**config.mk**
```make
export PLATFORM = sky130hd
export DESIGN_NAME = msivt_top
export DESIGN_NICKNAME = d
export VERILOG_FILES = /design/src/rtl/msivt_pkg.sv /design/src/rtl/msivt_regs.sv /design/src/rtl/msivt_vec_table.sv /design/src/rtl/msivt_event_map.sv /design/src/rtl/msivt_top.sv
export SDC_FILE = /design/constraint.sdc
export NUM_CORES = 2
export LEC_CHECK = 0
export CORE_MARGIN = 2
export CORE_UTILIZATION = 31
export CTS_CLUSTER_DIAMETER = 200
export DETAILED_ROUTE_END_ITERATION = 6
export DONT_BUFFER_PORTS = 1
export PLACE_DENSITY = 0.47
export SYNTH_ARGS = -nofsm -noshare
export SYNTH_HDL_FRONTEND = slang
export SYNTH_SLANG_ARGS = --single-unit
```
**constraint.sdc**
```tcl
create_clock -name clk -period 3.15 [get_ports clk]
set_input_delay 0.315 -clock clk [delete_from_list [all_inputs] [get_ports clk]]
set_output_delay 0.315 -clock clk [all_outputs]
set_load 0.02 [all_outputs]
```
**src/rtl/msivt_pkg.sv**
```systemverilog
// Package: offsets, opcodes and constants shared by the vector config unit.
// Assumes byte offsets on an 8-bit register address.
package msivt_pkg;

    localparam logic [7:0] OFF_MAXVEC  = 8'hC0;
    localparam logic [7:0] OFF_STATE   = 8'hC4;
    localparam logic [7:0] OFF_CMD     = 8'hC8;
    localparam logic [7:0] OFF_SEL     = 8'hD0;
    localparam logic [7:0] OFF_ADDR_LO = 8'hD4;
    localparam logic [7:0] OFF_ADDR_HI = 8'hD8;
    localparam logic [7:0] OFF_DATA    = 8'hDC;

    localparam logic [31:0] NO_VECTOR = 32'hFFFF_FFFF;

    typedef enum logic [2:0] {
        OP_NONE    = 3'd0,
        OP_ENABLE  = 3'd1,
        OP_DISABLE = 3'd2,
        OP_CONFIG  = 3'd3,
        OP_MASK    = 3'd4,
        OP_UNMASK  = 3'd5,
        OP_MAP_CFG = 3'd6,
        OP_MAP_Q   = 3'd7
    } msi_op_e;

endpackage

```
**src/rtl/msivt_regs.sv**
```systemverilog
// Register front end: decodes writes into staging registers and a one-cycle
// command, owns the global enable, and returns registered read data.
// Assumes single-cycle write and read strobes; reads never stall.
module msivt_regs
    import msivt_pkg::*;
#(
    parameter int NUM_VEC = 8
) (
    input  logic        clk,
    input  logic        rst_n,
    input  logic        sharing_en,
    input  logic        reg_wr_en,
    input  logic        reg_rd_en,
    input  logic [7:0]  reg_addr,
    input  logic [31:0] reg_wdata,
    output logic [31:0] reg_rdata,
    output logic        msi_enable,
    output logic [31:0] sel,
    output logic [63:0] staged_addr,
    output logic [31:0] staged_data,
    output msi_op_e     cmd_op,
    output logic [15:0] cmd_qidx
);

    logic [31:0] addr_lo_q;
    logic [31:0] addr_hi_q;
    logic [31:0] data_q;
    logic [31:0] sel_q;
    logic        en_q;
    logic [31:0] rd_mux;
    logic        cmd_wr;

    assign cmd_wr   = reg_wr_en && (reg_addr == OFF_CMD);
    assign cmd_qidx = reg_wdata[31:16];

    // Turn a command write into an opcode; unknown codes become OP_NONE.
    always_comb begin
        cmd_op = OP_NONE;
        if (cmd_wr) begin
            case (reg_wdata[15:0])
                16'h0001: cmd_op = OP_ENABLE;
                16'h0002: cmd_op = OP_DISABLE;
                16'h0003: cmd_op = OP_CONFIG;
                16'h0004: cmd_op = OP_MASK;
                16'h0005: cmd_op = OP_UNMASK;
                16'h0006: cmd_op = OP_MAP_CFG;
                16'h0007: cmd_op = OP_MAP_Q;
                default:  cmd_op = OP_NONE;
            endcase
        end
    end

    // Staging registers written directly by software.
    always_ff @(posedge clk) begin
        if (!rst_n) begin
            addr_lo_q <= '0;
            addr_hi_q <= '0;
            data_q    <= '0;
            sel_q     <= '0;
        end else if (reg_wr_en) begin
            case (reg_addr)
                OFF_SEL:     sel_q     <= reg_wdata;
                OFF_ADDR_LO: addr_lo_q <= reg_wdata;
                OFF_ADDR_HI: addr_hi_q <= reg_wdata;
                OFF_DATA:    data_q    <= reg_wdata;
                default:     ;
            endcase
        end
    end

    // Global enable, set and cleared only by commands.
    always_ff @(posedge clk) begin
        if (!rst_n) begin
            en_q <= 1'b0;
        end else if (cmd_op == OP_ENABLE) begin
            en_q <= 1'b1;
        end else if (cmd_op == OP_DISABLE) begin
            en_q <= 1'b0;
        end
    end

    // Read multiplexer over the register map.
    always_comb begin
        case (reg_addr)
            OFF_MAXVEC:  rd_mux = 32'(NUM_VEC);
            OFF_STATE:   rd_mux = {30'd0, sharing_en, en_q};
            OFF_SEL:     rd_mux = sel_q;
            OFF_ADDR_LO: rd_mux = addr_lo_q;
            OFF_ADDR_HI: rd_mux = addr_hi_q;
            OFF_DATA:    rd_mux = data_q;
            default:     rd_mux = '0;
        endcase
    end

    // Registered read data, held between read strobes.
    always_ff @(posedge clk) begin
        if (!rst_n) begin
            reg_rdata <= '0;
        end else if (reg_rd_en) begin
            reg_rdata <= rd_mux;
        end
    end

    assign msi_enable  = en_q;
    assign sel         = sel_q;
    assign staged_addr = {addr_hi_q, addr_lo_q};
    assign staged_data = data_q;

endmodule

```
**src/rtl/msivt_vec_table.sv**
```systemverilog
// Per-vector table: message address, payload and mask bit per entry.
// Assumes the select value is compared in full width, so an index of
// NUM_VEC or above never hits an entry.
module msivt_vec_table
    import msivt_pkg::*;
#(
    parameter int NUM_VEC = 8
) (
    input  logic                  clk,
    input  logic                  rst_n,
    input  msi_op_e               cmd_op,
    input  logic [31:0]           sel,
    input  logic [63:0]           staged_addr,
    input  logic [31:0]           staged_data,
    output logic [NUM_VEC*64-1:0] vec_addr,
    output logic [NUM_VEC*32-1:0] vec_data,
    output logic [NUM_VEC-1:0]    vec_mask
);

    for (genvar i = 0; i < NUM_VEC; i++) begin : g_entry
        logic        hit;
        logic [63:0] addr_q;
        logic [31:0] data_q;
        logic        mask_q;

        assign hit = (sel == 32'(i));

        // Commit the staged pair on configure to this entry.
        always_ff @(posedge clk) begin
            if (!rst_n) begin
                addr_q <= '0;
                data_q <= '0;
            end else if (hit && cmd_op == OP_CONFIG) begin
                addr_q <= staged_addr;
                data_q <= staged_data;
            end
        end

        // Mask bit: set on reset and mask, cleared on unmask.
        always_ff @(posedge clk) begin
            if (!rst_n) begin
                mask_q <= 1'b1;
            end else if (hit && cmd_op == OP_MASK) begin
                mask_q <= 1'b1;
            end else if (hit && cmd_op == OP_UNMASK) begin
                mask_q <= 1'b0;
            end
        end

        assign vec_addr[i*64 +: 64] = addr_q;
        assign vec_data[i*32 +: 32] = data_q;
        assign vec_mask[i]          = mask_q;
    end

endmodule

```
**src/rtl/msivt_event_map.sv**
```systemverilog
// Event binding table: configuration event and each queue event hold an
// optional vector index. Assumes bindings change only in sharing mode.
module msivt_event_map
    import msivt_pkg::*;
#(
    parameter int NUM_VEC = 8,
    parameter int NUM_Q   = 4,
    localparam int VEC_W  = (NUM_VEC > 1) ? $clog2(NUM_VEC) : 1
) (
    input  logic                   clk,
    input  logic                   rst_n,
    input  logic                   sharing_en,
    input  msi_op_e                cmd_op,
    input  logic [31:0]            sel,
    input  logic [15:0]            cmd_qidx,
    output logic                   cfg_map_valid,
    output logic [VEC_W-1:0]       cfg_map_idx,
    output logic [NUM_Q-1:0]       q_map_valid,
    output logic [NUM_Q*VEC_W-1:0] q_map_idx
);

    logic             sel_in_range;
    logic             sel_none;
    logic             accept;
    logic [VEC_W-1:0] new_idx;

    assign sel_in_range = (sel < 32'(NUM_VEC));
    assign sel_none     = (sel == NO_VECTOR);
    assign accept       = sharing_en && (sel_in_range || sel_none);
    assign new_idx      = sel_in_range ? sel[VEC_W-1:0] : '0;

    // Configuration event binding.
    always_ff @(posedge clk) begin
        if (!rst_n) begin
            cfg_map_valid <= 1'b0;
            cfg_map_idx   <= '0;
        end else if (accept && cmd_op == OP_MAP_CFG) begin
            cfg_map_valid <= sel_in_range;
            cfg_map_idx   <= new_idx;
        end
    end

    for (genvar q = 0; q < NUM_Q; q++) begin : g_queue
        logic             v_q;
        logic [VEC_W-1:0] idx_q;

        // Binding for one queue event, addressed by the command's queue field.
        always_ff @(posedge clk) begin
            if (!rst_n) begin
                v_q   <= 1'b0;
                idx_q <= '0;
            end else if (accept && cmd_op == OP_MAP_Q && cmd_qidx == 16'(q)) begin
                v_q   <= sel_in_range;
                idx_q <= new_idx;
            end
        end

        assign q_map_valid[q]              = v_q;
        assign q_map_idx[q*VEC_W +: VEC_W] = idx_q;
    end

endmodule

```
**src/rtl/msivt_top.sv**
```systemverilog
// Top of the vector configuration unit: register front end, vector table
// and event binding table. Assumes one register bus master.
module msivt_top
    import msivt_pkg::*;
#(
    parameter int NUM_VEC = 8,
    parameter int NUM_Q   = 4,
    localparam int VEC_W  = (NUM_VEC > 1) ? $clog2(NUM_VEC) : 1
) (
    input  logic                   clk,
    input  logic                   rst_n,
    input  logic                   sharing_en,
    input  logic                   reg_wr_en,
    input  logic                   reg_rd_en,
    input  logic [7:0]             reg_addr,
    input  logic [31:0]            reg_wdata,
    output logic [31:0]            reg_rdata,
    output logic                   msi_enable,
    output logic [NUM_VEC*64-1:0]  vec_addr,
    output logic [NUM_VEC*32-1:0]  vec_data,
    output logic [NUM_VEC-1:0]     vec_mask,
    output logic                   cfg_map_valid,
    output logic [VEC_W-1:0]       cfg_map_idx,
    output logic [NUM_Q-1:0]       q_map_valid,
    output logic [NUM_Q*VEC_W-1:0] q_map_idx
);

    logic [31:0] sel;
    logic [63:0] staged_addr;
    logic [31:0] staged_data;
    msi_op_e     cmd_op;
    logic [15:0] cmd_qidx;

    msivt_regs #(.NUM_VEC(NUM_VEC)) u_regs (
        .clk         (clk),
        .rst_n       (rst_n),
        .sharing_en  (sharing_en),
        .reg_wr_en   (reg_wr_en),
        .reg_rd_en   (reg_rd_en),
        .reg_addr    (reg_addr),
        .reg_wdata   (reg_wdata),
        .reg_rdata   (reg_rdata),
        .msi_enable  (msi_enable),
        .sel         (sel),
        .staged_addr (staged_addr),
        .staged_data (staged_data),
        .cmd_op      (cmd_op),
        .cmd_qidx    (cmd_qidx)
    );

    msivt_vec_table #(.NUM_VEC(NUM_VEC)) u_table (
        .clk         (clk),
        .rst_n       (rst_n),
        .cmd_op      (cmd_op),
        .sel         (sel),
        .staged_addr (staged_addr),
        .staged_data (staged_data),
        .vec_addr    (vec_addr),
        .vec_data    (vec_data),
        .vec_mask    (vec_mask)
    );

    msivt_event_map #(.NUM_VEC(NUM_VEC), .NUM_Q(NUM_Q)) u_map (
        .clk           (clk),
        .rst_n         (rst_n),
        .sharing_en    (sharing_en),
        .cmd_op        (cmd_op),
        .sel           (sel),
        .cmd_qidx      (cmd_qidx),
        .cfg_map_valid (cfg_map_valid),
        .cfg_map_idx   (cfg_map_idx),
        .q_map_valid   (q_map_valid),
        .q_map_idx     (q_map_idx)
    );

endmodule

```
==> impl_metrics.sql <==
INSERT INTO impl_metrics (metric_group, metric, value, unit) VALUES
('placement', 'routabilityCongestion', '0.817', ''),
('floorplan', 'rows', '127', ''),
('clock_network', 'cts.hold.buffers_added', '55', ''),
('min_path', 'hold_crit_path_type', 'input pin to flop', ''),
('clock_network', 'clock_insertion_delay_worst_skew', '0.73', 'ns'),
('timing', 'timing.max_slew.rel_slack', '0.191', ''),
('placement', 'dp_hpwl', '114000', 'um'),
('power_and_ir_drop', 'clockPowerShare', '0.500', ''),
('power_and_ir_drop', 'seq_power_share', '0.463', ''),
('global_route', 'gr-max-usage-layer', 'met2', ''),
('setup_path', 'critical_path.most_common_cell', 'sky130_fd_sc_hd__or4_4', ''),
('global_route', 'grt.overflow.total', '0', ''),
('final_layout', 'final_common_cell', 'sky130_fd_sc_hd__dfxtp_1', ''),
('global_route', 'groute.layer.met1.usage', '0.347', ''),
('power_and_ir_drop', 'cell_internal_power', '0.0199', 'W'),
('timing', 'report.final.setup_viol', '0', ''),
('logic_synthesis', 'synth_area', '0.0373', 'mm^2'),
('logic_synthesis', 'syn_nets', '4445', ''),
('power_and_ir_drop', 'p_switching', '0.00628', 'W'),
('timing', 'worst_pin_slew', '1.21', 'ns'),
('logic_synthesis', 'seq_area_frac_synth', '0.513', ''),
('global_route', 'maximum_number_of_pins_on_one_net_before_global_route_repair', '171', ''),
('global_route', 'grt.met2_usage', '0.445', ''),
('min_path', 'hold_path.startpoint', 'reg_wdata[17]', ''),
('placement', 'placedInstanceArea', '0.0384', 'mm^2'),
('logic_synthesis', 'post_synth.cell_area_avg', '8.48', 'um^2'),
('setup_path', 'critical_path_class', 'flop to flop', ''),
('setup_path', 'timing.critical_path.required', '3.71', 'ns'),
('clock_network', 'cts_made_buffers', '105', ''),
('power_and_ir_drop', 'overall_power_of_the_completed_layout', '0.0262', 'W'),
('timing', 'fin_worst_skew', '0.0418', 'ns'),
('setup_path', 'reg2reg_setup_slack', '0.07', 'ns'),
('final_layout', 'final_net_count', '4128', ''),
('clock_network', 'htree_num_levels', '3', ''),
('floorplan', 'die_w', '351', 'um'),
('floorplan', 'die_area', '0.123', 'mm^2'),
('clock_network', 'cell_at_the_root_of_the_clock_tree', 'sky130_fd_sc_hd__clkbuf_16', ''),
('route', 'detail_route.vias_per_cell', '5.90', ''),
('logic_synthesis', 'synth_cells', '4400', ''),
('setup_path', 'setup.worst_path.start', 'u_regs.sel[5]$_SDFFE_PN0P_', ''),
('logic_synthesis', 'synth-edff-count', '0', ''),
('power_and_ir_drop', 'power_per_cell_area', '613', 'mW/mm^2'),
('clock_network', 'tritoncts_clock_tree', 'built', ''),
('timing', 'max_freq', '325', 'MHz'),
('clock_network', 'clock_path_buffers', '3', ''),
('setup_path', 'cp-end-kind', 'flop', ''),
('global_route', 'grt_pass1_wl', '251000', 'um'),
('floorplan', 'core', '0.120', 'mm^2'),
('clock_network', 'post_cts_buffers', '0', ''),
('final_layout', 'area.growth.synth_to_final', '14.3', '%'),
('power_and_ir_drop', 'maximum_resistive_drop_on_vdd', '0.000406', 'V'),
('timing', 'final_hold_viol_count', '0', ''),
('power_and_ir_drop', 'combPwrFrac', '0.037', ''),
('route', 'drcViolationCount', '0', ''),
('floorplan', 'die-height', '351', 'um'),
('clock_network', 'clk_pin_slew_worst_paths', '0.06', 'ns'),
('power_and_ir_drop', 'leakagePower', '13.7', 'nW'),
('route', 'finalWirelength', '183000', 'um'),
('floorplan', 'ios', '874', ''),
('setup_path', 'critical_path.max_stage_delay', '0.65', 'ns'),
('setup_path', 'worst-path-max-fanout', '62', ''),
('status', 'status', 'complete, no violations', ''),
('timing', 'rsz0062_at_grt', 'false', ''),
('final_layout', 'final_layout_size_suffix_gt1_frac', '0.0832', ''),
('global_route', 'groute.usage.overall', '0.280', ''),
('setup_path', 'setup.worst_path.start_class', 'flop', ''),
('route', 'drtAntennaViolNets', '0', ''),
('timing', 'timing.final.max_slew_violations', '0', ''),
('placement', 'buffer_ports.inserted', '0', ''),
('timing', 'final_tns_setup', '0', 'ns'),
('run', 'maxCapViolCount', '0', '');
-- through the flow --
| step | cells | worst slack, ns | util | hold slack (ns) |
|---|---|---|---|---|
| 2_1_floorplan | 4400 | 0.614 | - | 0.439 |
| 3_3_place_gp | 5533 | 0.273 | 0.321 | 0.465 |
| 3_5_place_dp | 5533 | 0.282 | 0.321 | 0.473 |
| 4_1_cts | 5784 | 0.254 | 0.356 | 0.0185 |
| 5_1_grt | 5792 | 0.123 | 0.356 | 0.0548 |
| 6_report | 5796 | 0.0702 | 0.357 | 0.0692 |
-- synthesized netlist by cell type, drive strengths merged (2+ instances only) --
master	n	area [um^2]
and4	6	52.6
a32o	29	290
o2111ai	6	52.6
dfxtp	957	19200
o31ai	3	22.5
or4	5	45.0
nor3b	2	15.0
o21ai	769	3860
nand2b	3	18.8
inv	6	22.5
nand2	61	229
nor2	114	428
a22o	2	17.5
a32oi	2	17.5
mux2	3	33.8
mux2i	126	1260
nor3	5	35.0
nand3	805	4030
and3	2	12.5
nor2b	4	25.0
and2	3	18.8
a31oi	2	12.5
buf	99	604
nand4	29	196
nor4	19	176
mux4	29	653
a21oi	801	4010
clkbuf	493	1850
nor4b	6	110
-- state kept, by name, summed over array words and instances (netlist names) --
signal	count
u_map.g_queue.v_q	4
u_map.cfg_map_idx	3
u_regs.addr_lo_q	32
u_table.g_entry.addr_q	512
u_map.cfg_map_valid	1
u_regs.addr_hi_q	32
u_regs.sel	32
u_map.g_queue.idx_q	12
u_regs.reg_rdata	32
u_regs.msi_enable	1
u_table.g_entry.data_q	256
u_regs.staged_data	32
u_table.g_entry.mask_q	8
-- power by group through the flow --
stage               clock network [W]  logic (W)  registers, W
floorplan                           0   0.000558        0.0124
global placement                    0   0.000824        0.0124
detailed placement                  0   0.000816        0.0124
CTS                            0.0133   0.000963        0.0121
global route                   0.0138    0.00102        0.0121
finish                         0.0131   0.000975        0.0121
-- final timing paths --
kind                                                                   end  cells after the start
worst min register to register                 u_regs.sel[14]$_SDFFE_PN0P_                      2
worst max-delay path            u_table.g_entry[1].addr_q[38]$_SDFFE_PN0P_                      6
worst max register to register  u_table.g_entry[1].addr_q[38]$_SDFFE_PN0P_                      6
worst min-delay path                u_map.g_queue[1].idx_q[2]$_SDFFE_PN0P_                      3
-- metal layers --
metal | part of all wire | wire, um
met5 | 0.00012 | 22
met4 | 0.041 | 7530
met2 | 0.46 | 84900
met1 | 0.40 | 73000
met3 | 0.096 | 17600
-- final cells by class --
class | count | area [um^2]
Fill cell | 12300 | 77000
Sequential cell | 957 | 19200
Multi-Input combinational cell | 2845 | 15800
Clock buffer | 160 | 3150
Tap cell | 1612 | 2020
Timing Repair Buffer | 168 | 2010
Clock inverter | 36 | 497
Inverter | 6 | 30.0
Antenna cell | 12 | 30.0
-- critical path: cells and delay by family (launching register included) --
family / cells / cell delay [ns]
AOI/OAI and AO/OA: 2 / 0.42
buffers and inverters: 1 / 0.19
DFF: 1 / 0.35
and+or+nand+nor: 3 / 1.75
-- kinds of logic (layout without fill, tap and decap cells) --
| family | Yosys count | in the layout | synth area share |
|---|---|---|---|
| mux | 158 | 158 | 0.0522 |
| simple gates | 1069 | 1069 | 0.146 |
| other cells | 0 | 12 | 0 |
| buf+inv | 598 | 370 | 0.0664 |
| compound gates | 1618 | 1618 | 0.223 |
| flops | 957 | 957 | 0.513 |
Power figures use the tool's default switching activity.
